===== src/rtl/recirc_pkg.sv =====
package recirc_pkg;
  function automatic int unsigned bits_for(input int unsigned n);
    return (n <= 1) ? 1 : $clog2(n);
  endfunction
endpackage


===== src/rtl/recirc_pick.sv =====
module recirc_pick
  import recirc_pkg::*;
#(
  parameter int unsigned NREQ  = 40,
  parameter int unsigned SPLIT = 10,
  localparam int unsigned IW   = bits_for(NREQ)
) (
  input  logic            clk,
  input  logic            rst,
  input  logic [NREQ-1:0] req,
  output logic            any,
  output logic [IW-1:0]   idx
);
  // upper group (parked) first, lowest index wins in each group
  always_comb begin
    any = 1'b0;
    idx = '0;
    for (int i = int'(NREQ) - 1; i >= int'(SPLIT); i--) begin
      if (req[i]) begin
        any = 1'b1;
        idx = IW'(i);
      end
    end
    if (!any) begin
      for (int i = int'(SPLIT) - 1; i >= 0; i--) begin
        if (req[i]) begin
          any = 1'b1;
          idx = IW'(i);
        end
      end
    end
  end

  assert_pick_valid_R3: assert property (@(posedge clk) disable iff (rst)
    any |-> req[idx]);
  assert_pick_prio_R3: assert property (@(posedge clk) disable iff (rst)
    (any && (int'(idx) < int'(SPLIT))) |-> !(|req[NREQ-1:SPLIT]));
endmodule


===== src/rtl/recirc_bank.sv =====
module recirc_bank
  import recirc_pkg::*;
#(
  parameter int unsigned N   = 10,
  parameter int unsigned P   = 4,
  parameter int unsigned DW  = 16,
  localparam int unsigned TOT = N * P,
  localparam int unsigned IW  = bits_for(TOT)
) (
  input  logic            clk,
  input  logic            rst,
  input  logic [N-1:0]    acc,
  input  logic [N*DW-1:0] acc_data,
  input  logic            wb_en,
  input  logic [IW-1:0]   wb_idx,
  input  logic [DW-1:0]   wb_data,
  input  logic            iss_en,
  input  logic [IW-1:0]   iss_idx,
  input  logic [N-1:0]    cancel,
  output logic [TOT-1:0]  ent_valid,
  output logic [DW-1:0]   iss_data
);
  logic [DW-1:0] mem   [TOT];
  logic [DW-1:0] set_d [TOT];
  logic [TOT-1:0] set_v;
  logic [TOT-1:0] kill;

  for (genvar p = 0; p < int'(P); p++) begin : g_pass
    for (genvar s = 0; s < int'(N); s++) begin : g_slot
      localparam int unsigned K = p * N + s;
      assign kill[K] = cancel[s];
      if (p == 0) begin : g_fresh
        assign set_v[K] = acc[s];
        assign set_d[K] = acc_data[s*DW +: DW];
      end else begin : g_park
        assign set_v[K] = wb_en && (int'(wb_idx) == int'(K));
        assign set_d[K] = wb_data;
      end
    end
  end

  always_ff @(posedge clk) begin
    for (int k = 0; k < int'(TOT); k++) begin
      if (rst || kill[k]) ent_valid[k] <= 1'b0;
      else if (set_v[k]) ent_valid[k] <= 1'b1;
      else if (iss_en && (int'(iss_idx) == k)) ent_valid[k] <= 1'b0;
      if (set_v[k]) mem[k] <= set_d[k];
    end
  end

  assign iss_data = (int'(iss_idx) < int'(TOT)) ? mem[iss_idx] : '0;

  assert_wb_free_R6: assert property (@(posedge clk) disable iff (rst)
    wb_en |-> !ent_valid[wb_idx]);
endmodule


===== src/rtl/recirc_pipe.sv =====
module recirc_pipe
  import recirc_pkg::*;
#(
  parameter int unsigned N   = 10,
  parameter int unsigned P   = 4,
  parameter int unsigned DW  = 16,
  parameter int unsigned LAT = 3,
  localparam int unsigned SW = bits_for(N),
  localparam int unsigned PW = bits_for(P),
  localparam int unsigned NX = 1 << SW
) (
  input  logic          clk,
  input  logic          rst,
  input  logic          in_v,
  input  logic [SW-1:0] in_slot,
  input  logic [PW-1:0] in_pass,
  input  logic [DW-1:0] in_data,
  input  logic [N-1:0]  cancel,
  output logic          out_v,
  output logic [SW-1:0] out_slot,
  output logic [PW-1:0] out_pass,
  output logic [DW-1:0] out_data
);
  typedef struct packed {
    logic          v;
    logic [SW-1:0] slot;
    logic [PW-1:0] pass;
    logic [DW-1:0] data;
  } stage_t;

  stage_t st [LAT];
  logic [NX-1:0] cx;
  assign cx = NX'(cancel);

  always_ff @(posedge clk) begin
    st[0].slot <= in_slot;
    st[0].pass <= in_pass;
    st[0].data <= in_data + DW'(in_pass) + DW'(1);
    st[0].v    <= rst ? 1'b0 : in_v;
    for (int k = 1; k < int'(LAT); k++) begin
      st[k].slot <= st[k-1].slot;
      st[k].pass <= st[k-1].pass;
      st[k].data <= st[k-1].data;
      st[k].v    <= rst ? 1'b0 : (st[k-1].v && !cx[st[k-1].slot]);
    end
  end

  assign out_v    = st[LAT-1].v;
  assign out_slot = st[LAT-1].slot;
  assign out_pass = st[LAT-1].pass;
  assign out_data = st[LAT-1].data;

  for (genvar k = 1; k < int'(LAT); k++) begin : g_chk
    assert_stage_kill_R7: assert property (@(posedge clk) disable iff (rst)
      (st[k-1].v && cx[st[k-1].slot]) |=> !st[k].v);
  end
endmodule


===== src/rtl/recirc_sched.sv =====
module recirc_sched
  import recirc_pkg::*;
#(
  parameter int unsigned N   = 10,
  parameter int unsigned P   = 4,
  parameter int unsigned DW  = 16,
  parameter int unsigned LAT = 3,
  localparam int unsigned SW  = bits_for(N),
  localparam int unsigned PW  = bits_for(P),
  localparam int unsigned TOT = N * P,
  localparam int unsigned IW  = bits_for(TOT),
  localparam int unsigned NX  = 1 << SW
) (
  input  logic            clk,
  input  logic            rst,
  input  logic [N-1:0]    req_valid,
  output logic [N-1:0]    req_ready,
  input  logic [N*DW-1:0] req_data,
  input  logic [N-1:0]    cancel,
  output logic            res_valid,
  output logic [SW-1:0]   res_slot,
  output logic [DW-1:0]   res_data
);
  logic [N-1:0]   busy_q;
  logic [N-1:0]   acc;
  logic [TOT-1:0] ent_valid, cand;
  logic           iss_en;
  logic [IW-1:0]  iss_idx, wb_idx;
  logic [DW-1:0]  iss_data;
  logic [SW-1:0]  iss_slot, o_slot;
  logic [PW-1:0]  iss_pass, o_pass;
  logic           o_v, live, fin;
  logic [DW-1:0]  o_data;
  logic [NX-1:0]  cx;

  assign cx        = NX'(cancel);
  assign req_ready = ~busy_q & ~cancel;
  assign acc       = req_valid & req_ready;

  for (genvar k = 0; k < int'(TOT); k++) begin : g_cand
    assign cand[k] = ent_valid[k] && !cancel[k % N];
  end

  recirc_pick #(.NREQ(TOT), .SPLIT(N)) u_pick (
    .clk(clk), .rst(rst), .req(cand), .any(iss_en), .idx(iss_idx)
  );

  assign iss_slot = SW'(int'(iss_idx) % int'(N));
  assign iss_pass = PW'(int'(iss_idx) / int'(N));

  recirc_pipe #(.N(N), .P(P), .DW(DW), .LAT(LAT)) u_pipe (
    .clk(clk), .rst(rst), .in_v(iss_en), .in_slot(iss_slot),
    .in_pass(iss_pass), .in_data(iss_data), .cancel(cancel),
    .out_v(o_v), .out_slot(o_slot), .out_pass(o_pass), .out_data(o_data)
  );

  assign live   = o_v && !cx[o_slot];
  assign fin    = live && (int'(o_pass) == int'(P) - 1);
  assign wb_idx = IW'((int'(o_pass) + 1) * int'(N) + int'(o_slot));

  recirc_bank #(.N(N), .P(P), .DW(DW)) u_bank (
    .clk(clk), .rst(rst), .acc(acc), .acc_data(req_data),
    .wb_en(live && !fin), .wb_idx(wb_idx), .wb_data(o_data),
    .iss_en(iss_en), .iss_idx(iss_idx), .cancel(cancel),
    .ent_valid(ent_valid), .iss_data(iss_data)
  );

  always_ff @(posedge clk) begin
    for (int s = 0; s < int'(N); s++) begin
      if (rst || cancel[s]) busy_q[s] <= 1'b0;
      else if (acc[s]) busy_q[s] <= 1'b1;
      else if (fin && (int'(o_slot) == s)) busy_q[s] <= 1'b0;
    end
  end

  assign res_valid = fin;
  assign res_slot  = o_slot;
  assign res_data  = o_data;

  for (genvar s = 0; s < int'(N); s++) begin : g_chk
    assert_cancel_frees_R7: assert property (@(posedge clk) disable iff (rst)
      cancel[s] |=> !busy_q[s]);
  end
  assert_res_owner_R2: assert property (@(posedge clk) disable iff (rst)
    res_valid |-> busy_q[res_slot]);
  assert_res_pulse_R8: assert property (@(posedge clk) disable iff (rst)
    res_valid |=> !(res_valid && res_slot == $past(res_slot)));
endmodule


===== config.mk =====
export PLATFORM = sky130hd
export DESIGN_NAME = recirc_sched
export DESIGN_NICKNAME = d
export VERILOG_FILES = /design/src/rtl/recirc_pkg.sv /design/src/rtl/recirc_pick.sv /design/src/rtl/recirc_bank.sv /design/src/rtl/recirc_pipe.sv /design/src/rtl/recirc_sched.sv
export SDC_FILE = /design/constraint.sdc
export NUM_CORES = 1
export LEC_CHECK = 0
export ABC_AREA = 0
export ABC_CLOCK_PERIOD_IN_PS = 7100
export CORE_MARGIN = 3
export CORE_UTILIZATION = 35
export CTS_BUF_LIST = sky130_fd_sc_hd__clkbuf_16
export CTS_CLUSTER_SIZE = 30
export DETAILED_ROUTE_END_ITERATION = 12
export GPL_ROUTABILITY_DRIVEN = 0
export PLACE_DENSITY = 0.58
export SETUP_SLACK_MARGIN = 0.02
export SLEW_MARGIN = 20
export SYNTH_ARGS = -nofsm -noshare
export SYNTH_HDL_FRONTEND = slang
export SYNTH_SLANG_ARGS = --single-unit

===== constraint.sdc =====
create_clock -name clk -period 7.1 [get_ports clk]
set_input_delay 1.42 -clock clk [delete_from_list [all_inputs] [get_ports clk]]
set_output_delay 1.42 -clock clk [all_outputs]
set_load 0.01 [all_outputs]

==> results.py <==
metrics = {
    "status": {
        "status": "finished, final reports clean",
    },
    "grt": {
        "antenna_found_initial": 1,
        "globalRouteOverflowTotal": 0,
        "globalRoute.busiestLayer": "met2",
        "grtUsageTotal": 0.219,
        "met2_usage": 0.348,
        "grt_max_degree": 95,
        "first_pass_grt_wire_length_mm": 144,
        "met3_usage_grt": 0.0375,
        "first_global_vias": 20500,
        "met1_use_gr": 0.296,
    },
    "timing": {
        "clock-skew-final_ps": 21.2,
        "max_freq_mhz": 161,
        "max_slew.worst_pin.slew_ps": 1250,
        "final_max_slew_viol_count": 0,
        "maxSlewHeadroom": 0.167,
        "hold_slack_ps": 324,
        "setup_violations": 0,
        "setup_repair_after_global_routing_missed_its_margin": "false",
        "finalCriticalPeriod_ps": 6200,
        "finalHoldViolations": 0,
        "final.period_utilization": 0.873,
        "fin_setup_tns_ps": 0,
    },
    "synth": {
        "synth_xor_xnor_area_share": 0.00572,
        "synth_top_family_by_area": "simple AND/OR/NAND/NOR gates",
        "synth.net_count": 2455,
        "synthesis.area_per_instance_um2": 13.5,
        "synth_flop_cell": "sky130_fd_sc_hd__edfxtp_1",
        "synthDominantAreaCellType": "sky130_fd_sc_hd__edfxtp_1",
        "synth_warnings": 0,
        "mux_share_of_post_synthesis_cell_area": 0.0520,
        "seq_area_frac_synth": 0.705,
        "flip_flop_and_latch_count_after_synthesis": 759,
        "synth.top_cell.area_share": 0.627,
        "synth_compound_area_frac": 0.0819,
        "ys_types": 93,
        "synth_simple_gate_area_frac": 0.120,
        "synthTopCellsByArea": "sky130_fd_sc_hd__edfxtp_1 (63%), sky130_fd_sc_hd__dfxtp_1 (7.8%), sky130_fd_sc_hd__nand2_1 (5.4%), sky130_fd_sc_hd__mux2i_1 (3.5%), sky130_fd_sc_hd__a21oi_1 (1.6%)",
        "synth-async-reset-ratio": 0,
        "synthesis.instances": 2262,
        "synthAdderAreaFrac": 0.00498,
        "number_of_synthesized_flops_with_an_enable_pin": 640,
        "synthesis.area_mm2": 0.0306,
    },
    "min_path": {
        "timing.hold.worst.class": "reg -> reg",
        "worstHoldPathCells": 0,
        "min-delay-start": "u_pipe.st[1][13]",
        "hold_end": "u_pipe.st[2][13]",
    },
    "die": {
        "die_outline_width_um": 302,
        "fp.dieH_um": 302,
        "num_io_pins": 213,
        "dieArea_mm2": 0.0911,
        "rows": 107,
        "coreArea_mm2": 0.0859,
        "starting_utilization_of_the_core_area": 0.356,
    },
    "detailed_routing": {
        "first_iter_violations": 2298,
        "num_vias": 20700,
        "route.detailed.wl_per_inst_um": 26.9,
        "drt_pass1_iterations": 6,
        "avgViaCountPerCell": 5.50,
        "drcViolationCount": 0,
        "routed_wl_mm": 101,
        "drt.antenna.violating_nets": 0,
    },
    "clocking": {
        "ctsHtreeMaxLevel": 3,
        "tritoncts_num_sinks": 759,
        "clk_pin_slew_worst_paths_ps": 60,
        "cts_tree": "done",
        "postcts_setup_bufs": 0,
        "clock_latency_ps": 630,
        "clk_root_buffer_cell": "sky130_fd_sc_hd__clkbuf_16",
        "post_cts_resize_count": 0,
        "cts_buffer_count": 83,
        "post_cts_hold_buffer_count": 0,
        "ctsLongestPathBuffers": 3,
    },
    "setup_path": {
        "timing.reg2reg.setup_slack_ps": 2110,
        "worstSetupStartpointType": "primary input",
        "critical_register_to_register_path_endpoint": "u_pipe.st[0][14]",
        "worstReg2RegStart": "u_bank.ent_valid[25]",
        "arrival_ps": 6740,
        "worstRegToRegCells": 19,
        "path_max_fanout": 57,
        "critical_path.endpoint_type": "register",
        "crit_required_ps": 7640,
        "setup.worst_path.class": "in -> reg",
    },
    "run": {
        "cap_violations": 0,
    },
    "finish": {
        "ff_latch_area_mm2": 0.0216,
        "nNetsFinal": 2742,
        "num-fill-cells": 7823,
        "drive_gt1_frac": 0.114,
        "area_growth_pct": 20.9,
        "multi_input_comb_area_mm2": 0.00812,
    },
    "power": {
        "power.leakage_nw": 12.9,
        "vdd_ir_drop_max_mv": 0.184,
        "p_per_area_mw_per_mm2": 285,
    },
    "placed_design": {
        "post-dp-hpwl_mm": 65.4,
        "buffer_ports.inserted": 212,
    },
}
worst max-delay path, cell delays in order:
cell and delay (ps):
sky130_fd_sc_hd__clkdlybuf4s50_1 710, sky130_fd_sc_hd__nand2b_1 300, sky130_fd_sc_hd__nand2_1 130, sky130_fd_sc_hd__or4_1 480, sky130_fd_sc_hd__o21bai_1 190, sky130_fd_sc_hd__o2111ai_2 170
sky130_fd_sc_hd__nand2_8 230, sky130_fd_sc_hd__inv_6 260, sky130_fd_sc_hd__buf_12 320, sky130_fd_sc_hd__nand2_1 80, sky130_fd_sc_hd__and3_1 170, sky130_fd_sc_hd__a311oi_1 250
sky130_fd_sc_hd__a311oi_1 80, sky130_fd_sc_hd__o21ai_0 210, sky130_fd_sc_hd__nand3_1 160, sky130_fd_sc_hd__fa_1 510, sky130_fd_sc_hd__nor4_2 500, sky130_fd_sc_hd__nand3_1 190
sky130_fd_sc_hd__nor3_1 200, sky130_fd_sc_hd__xnor2_1 140
power breakdown:
part	switching, mW	leakage, nW	internal (mW)
clock network	1.76	1.39	2.47
logic	0.724	4.74	0.385
registers	0.0726	6.80	5.16
total	2.56	12.9	8.02
layout by cell type, fill, tap and decap left out, types with 13 or more instances in the layout:
| master | synthesis | final |
|---|---|---|
| sky130_fd_sc_hd__nor3_1 | 13 | 13 |
| sky130_fd_sc_hd__clkinv_1 | 1 | 20 |
| sky130_fd_sc_hd__and3_1 | 41 | 41 |
| sky130_fd_sc_hd__clkdlybuf4s50_1 | 0 | 212 |
| sky130_fd_sc_hd__nor2_1 | 60 | 54 |
| sky130_fd_sc_hd__a311oi_1 | 33 | 33 |
| sky130_fd_sc_hd__o21ai_0 | 91 | 91 |
| sky130_fd_sc_hd__nand3_1 | 95 | 95 |
| sky130_fd_sc_hd__nand2b_1 | 31 | 31 |
| sky130_fd_sc_hd__mux2i_1 | 108 | 108 |
| sky130_fd_sc_hd__nand4_1 | 19 | 19 |
| sky130_fd_sc_hd__or2_2 | 13 | 13 |
| sky130_fd_sc_hd__edfxtp_1 | 640 | 640 |
| sky130_fd_sc_hd__nand2_1 | 437 | 437 |
| sky130_fd_sc_hd__a211oi_1 | 37 | 37 |
| sky130_fd_sc_hd__a31oi_1 | 17 | 17 |
| sky130_fd_sc_hd__xnor2_1 | 13 | 13 |
| sky130_fd_sc_hd__dfxtp_1 | 119 | 118 |
| sky130_fd_sc_hd__o22ai_1 | 19 | 19 |
| sky130_fd_sc_hd__clkinv_2 | 0 | 14 |
| sky130_fd_sc_hd__nor2b_1 | 20 | 20 |
| sky130_fd_sc_hd__clkbuf_16 | 0 | 85 |
| sky130_fd_sc_hd__inv_1 | 58 | 69 |
| sky130_fd_sc_hd__buf_4 | 15 | 101 |
| sky130_fd_sc_hd__a21oi_1 | 98 | 98 |
| sky130_fd_sc_hd__a21boi_0 | 21 | 21 |
sequential cells by signal, indices dropped and copies added, names as in the netlist:
register          flops
busy_q               10
u_bank.ent_valid     40
u_bank.mem          640
u_pipe.st            69
cell usage after synthesis (4+ instances only):
cell type and number:
sky130_fd_sc_hd__nor2_1 60, sky130_fd_sc_hd__mux2i_1 108, sky130_fd_sc_hd__nor2b_1 20, sky130_fd_sc_hd__dfxtp_1 119, sky130_fd_sc_hd__clkbuf_1 37, sky130_fd_sc_hd__xor2_1 7, sky130_fd_sc_hd__nand3_1 95, sky130_fd_sc_hd__buf_4 15
sky130_fd_sc_hd__nor4_1 4, sky130_fd_sc_hd__mux4_1 4, sky130_fd_sc_hd__inv_1 58, sky130_fd_sc_hd__a31oi_1 17, sky130_fd_sc_hd__or2_2 13, sky130_fd_sc_hd__a211oi_1 37, sky130_fd_sc_hd__o221ai_1 8, sky130_fd_sc_hd__o22ai_1 19
sky130_fd_sc_hd__nand2_1 437, sky130_fd_sc_hd__o211ai_1 4, sky130_fd_sc_hd__ha_1 9, sky130_fd_sc_hd__nand4_1 19, sky130_fd_sc_hd__nor3_1 13, sky130_fd_sc_hd__and2_1 4, sky130_fd_sc_hd__mux2_2 9, sky130_fd_sc_hd__o21ai_0 91
sky130_fd_sc_hd__mux4_2 12, sky130_fd_sc_hd__xnor2_1 13, sky130_fd_sc_hd__a22oi_1 8, sky130_fd_sc_hd__edfxtp_1 640, sky130_fd_sc_hd__a21boi_0 21, sky130_fd_sc_hd__buf_12 5, sky130_fd_sc_hd__a21oi_1 98, sky130_fd_sc_hd__nand2b_1 31
sky130_fd_sc_hd__buf_6 8, sky130_fd_sc_hd__and3_1 41, sky130_fd_sc_hd__buf_1 6, sky130_fd_sc_hd__a311oi_1 33, sky130_fd_sc_hd__nor4b_1 7, sky130_fd_sc_hd__buf_2 41
metrics by stage:
| stage | area (µm²) | setup slack (ps) | utilization | power [mW] | instances |
|---|---|---|---|---|---|
| detailed placement | 34300 | 373 | 0.400 | 6.44 | 3608 |
| finish | 37000 | 902 | 0.431 | 10.6 | 3762 |
| global placement | 34300 | 477 | 0.400 | 6.42 | 3608 |
| global route | 37000 | 664 | 0.431 | 10.9 | 3760 |
| floorplan | 30600 | 850 | - | 5.87 | 2262 |
| CTS | 37000 | 1020 | 0.431 | 10.7 | 3760 |
cell type report:
| cell class | count | area share |
|---|---|---|
| antenna | 2 | 0.000135 |
| clock buffer | 85 | 0.0574 |
| clock inverter | 67 | 0.0150 |
| inverter | 61 | 0.00652 |
| multi-input combinational | 1327 | 0.219 |
| sequential | 759 | 0.583 |
| tap | 1144 | 0.0386 |
| timing repair buffer | 317 | 0.0799 |
metal layers:
metal  part of all wire  vias to the layer above
met1               0.40                    10300
li1                   -                     9019
met4              0.050                        0
met5                  0                        -
met2               0.46                     1163
met3              0.088                      239
logic make-up (layout without fill, tap and decap cells):
logic type,after synthesis,count (layout)
buf+inv,176,530
fa+ha+maj,11,11
flops,759,759
compound gates,382,382
mux,136,136
simple gates,778,778
other cells,0,2
xor+xnor,20,20
how the worst max path moves through the flow:
stage	endpoint	startpoint	cells after the start	slack (ps)
after global routing	u_pipe.st[0][14]	cancel[9]	20	660
final	u_pipe.st[0][14]	cancel[9]	20	900
after floorplan	u_pipe.st[0][14]	cancel[9]	26	850
after detailed placement	u_pipe.st[0][14]	cancel[9]	20	370
after CTS	u_pipe.st[0][14]	cancel[9]	20	1020
after global placement	u_pipe.st[0][14]	cancel[9]	20	480
Note: power is estimated with default switching activity, not from simulation.
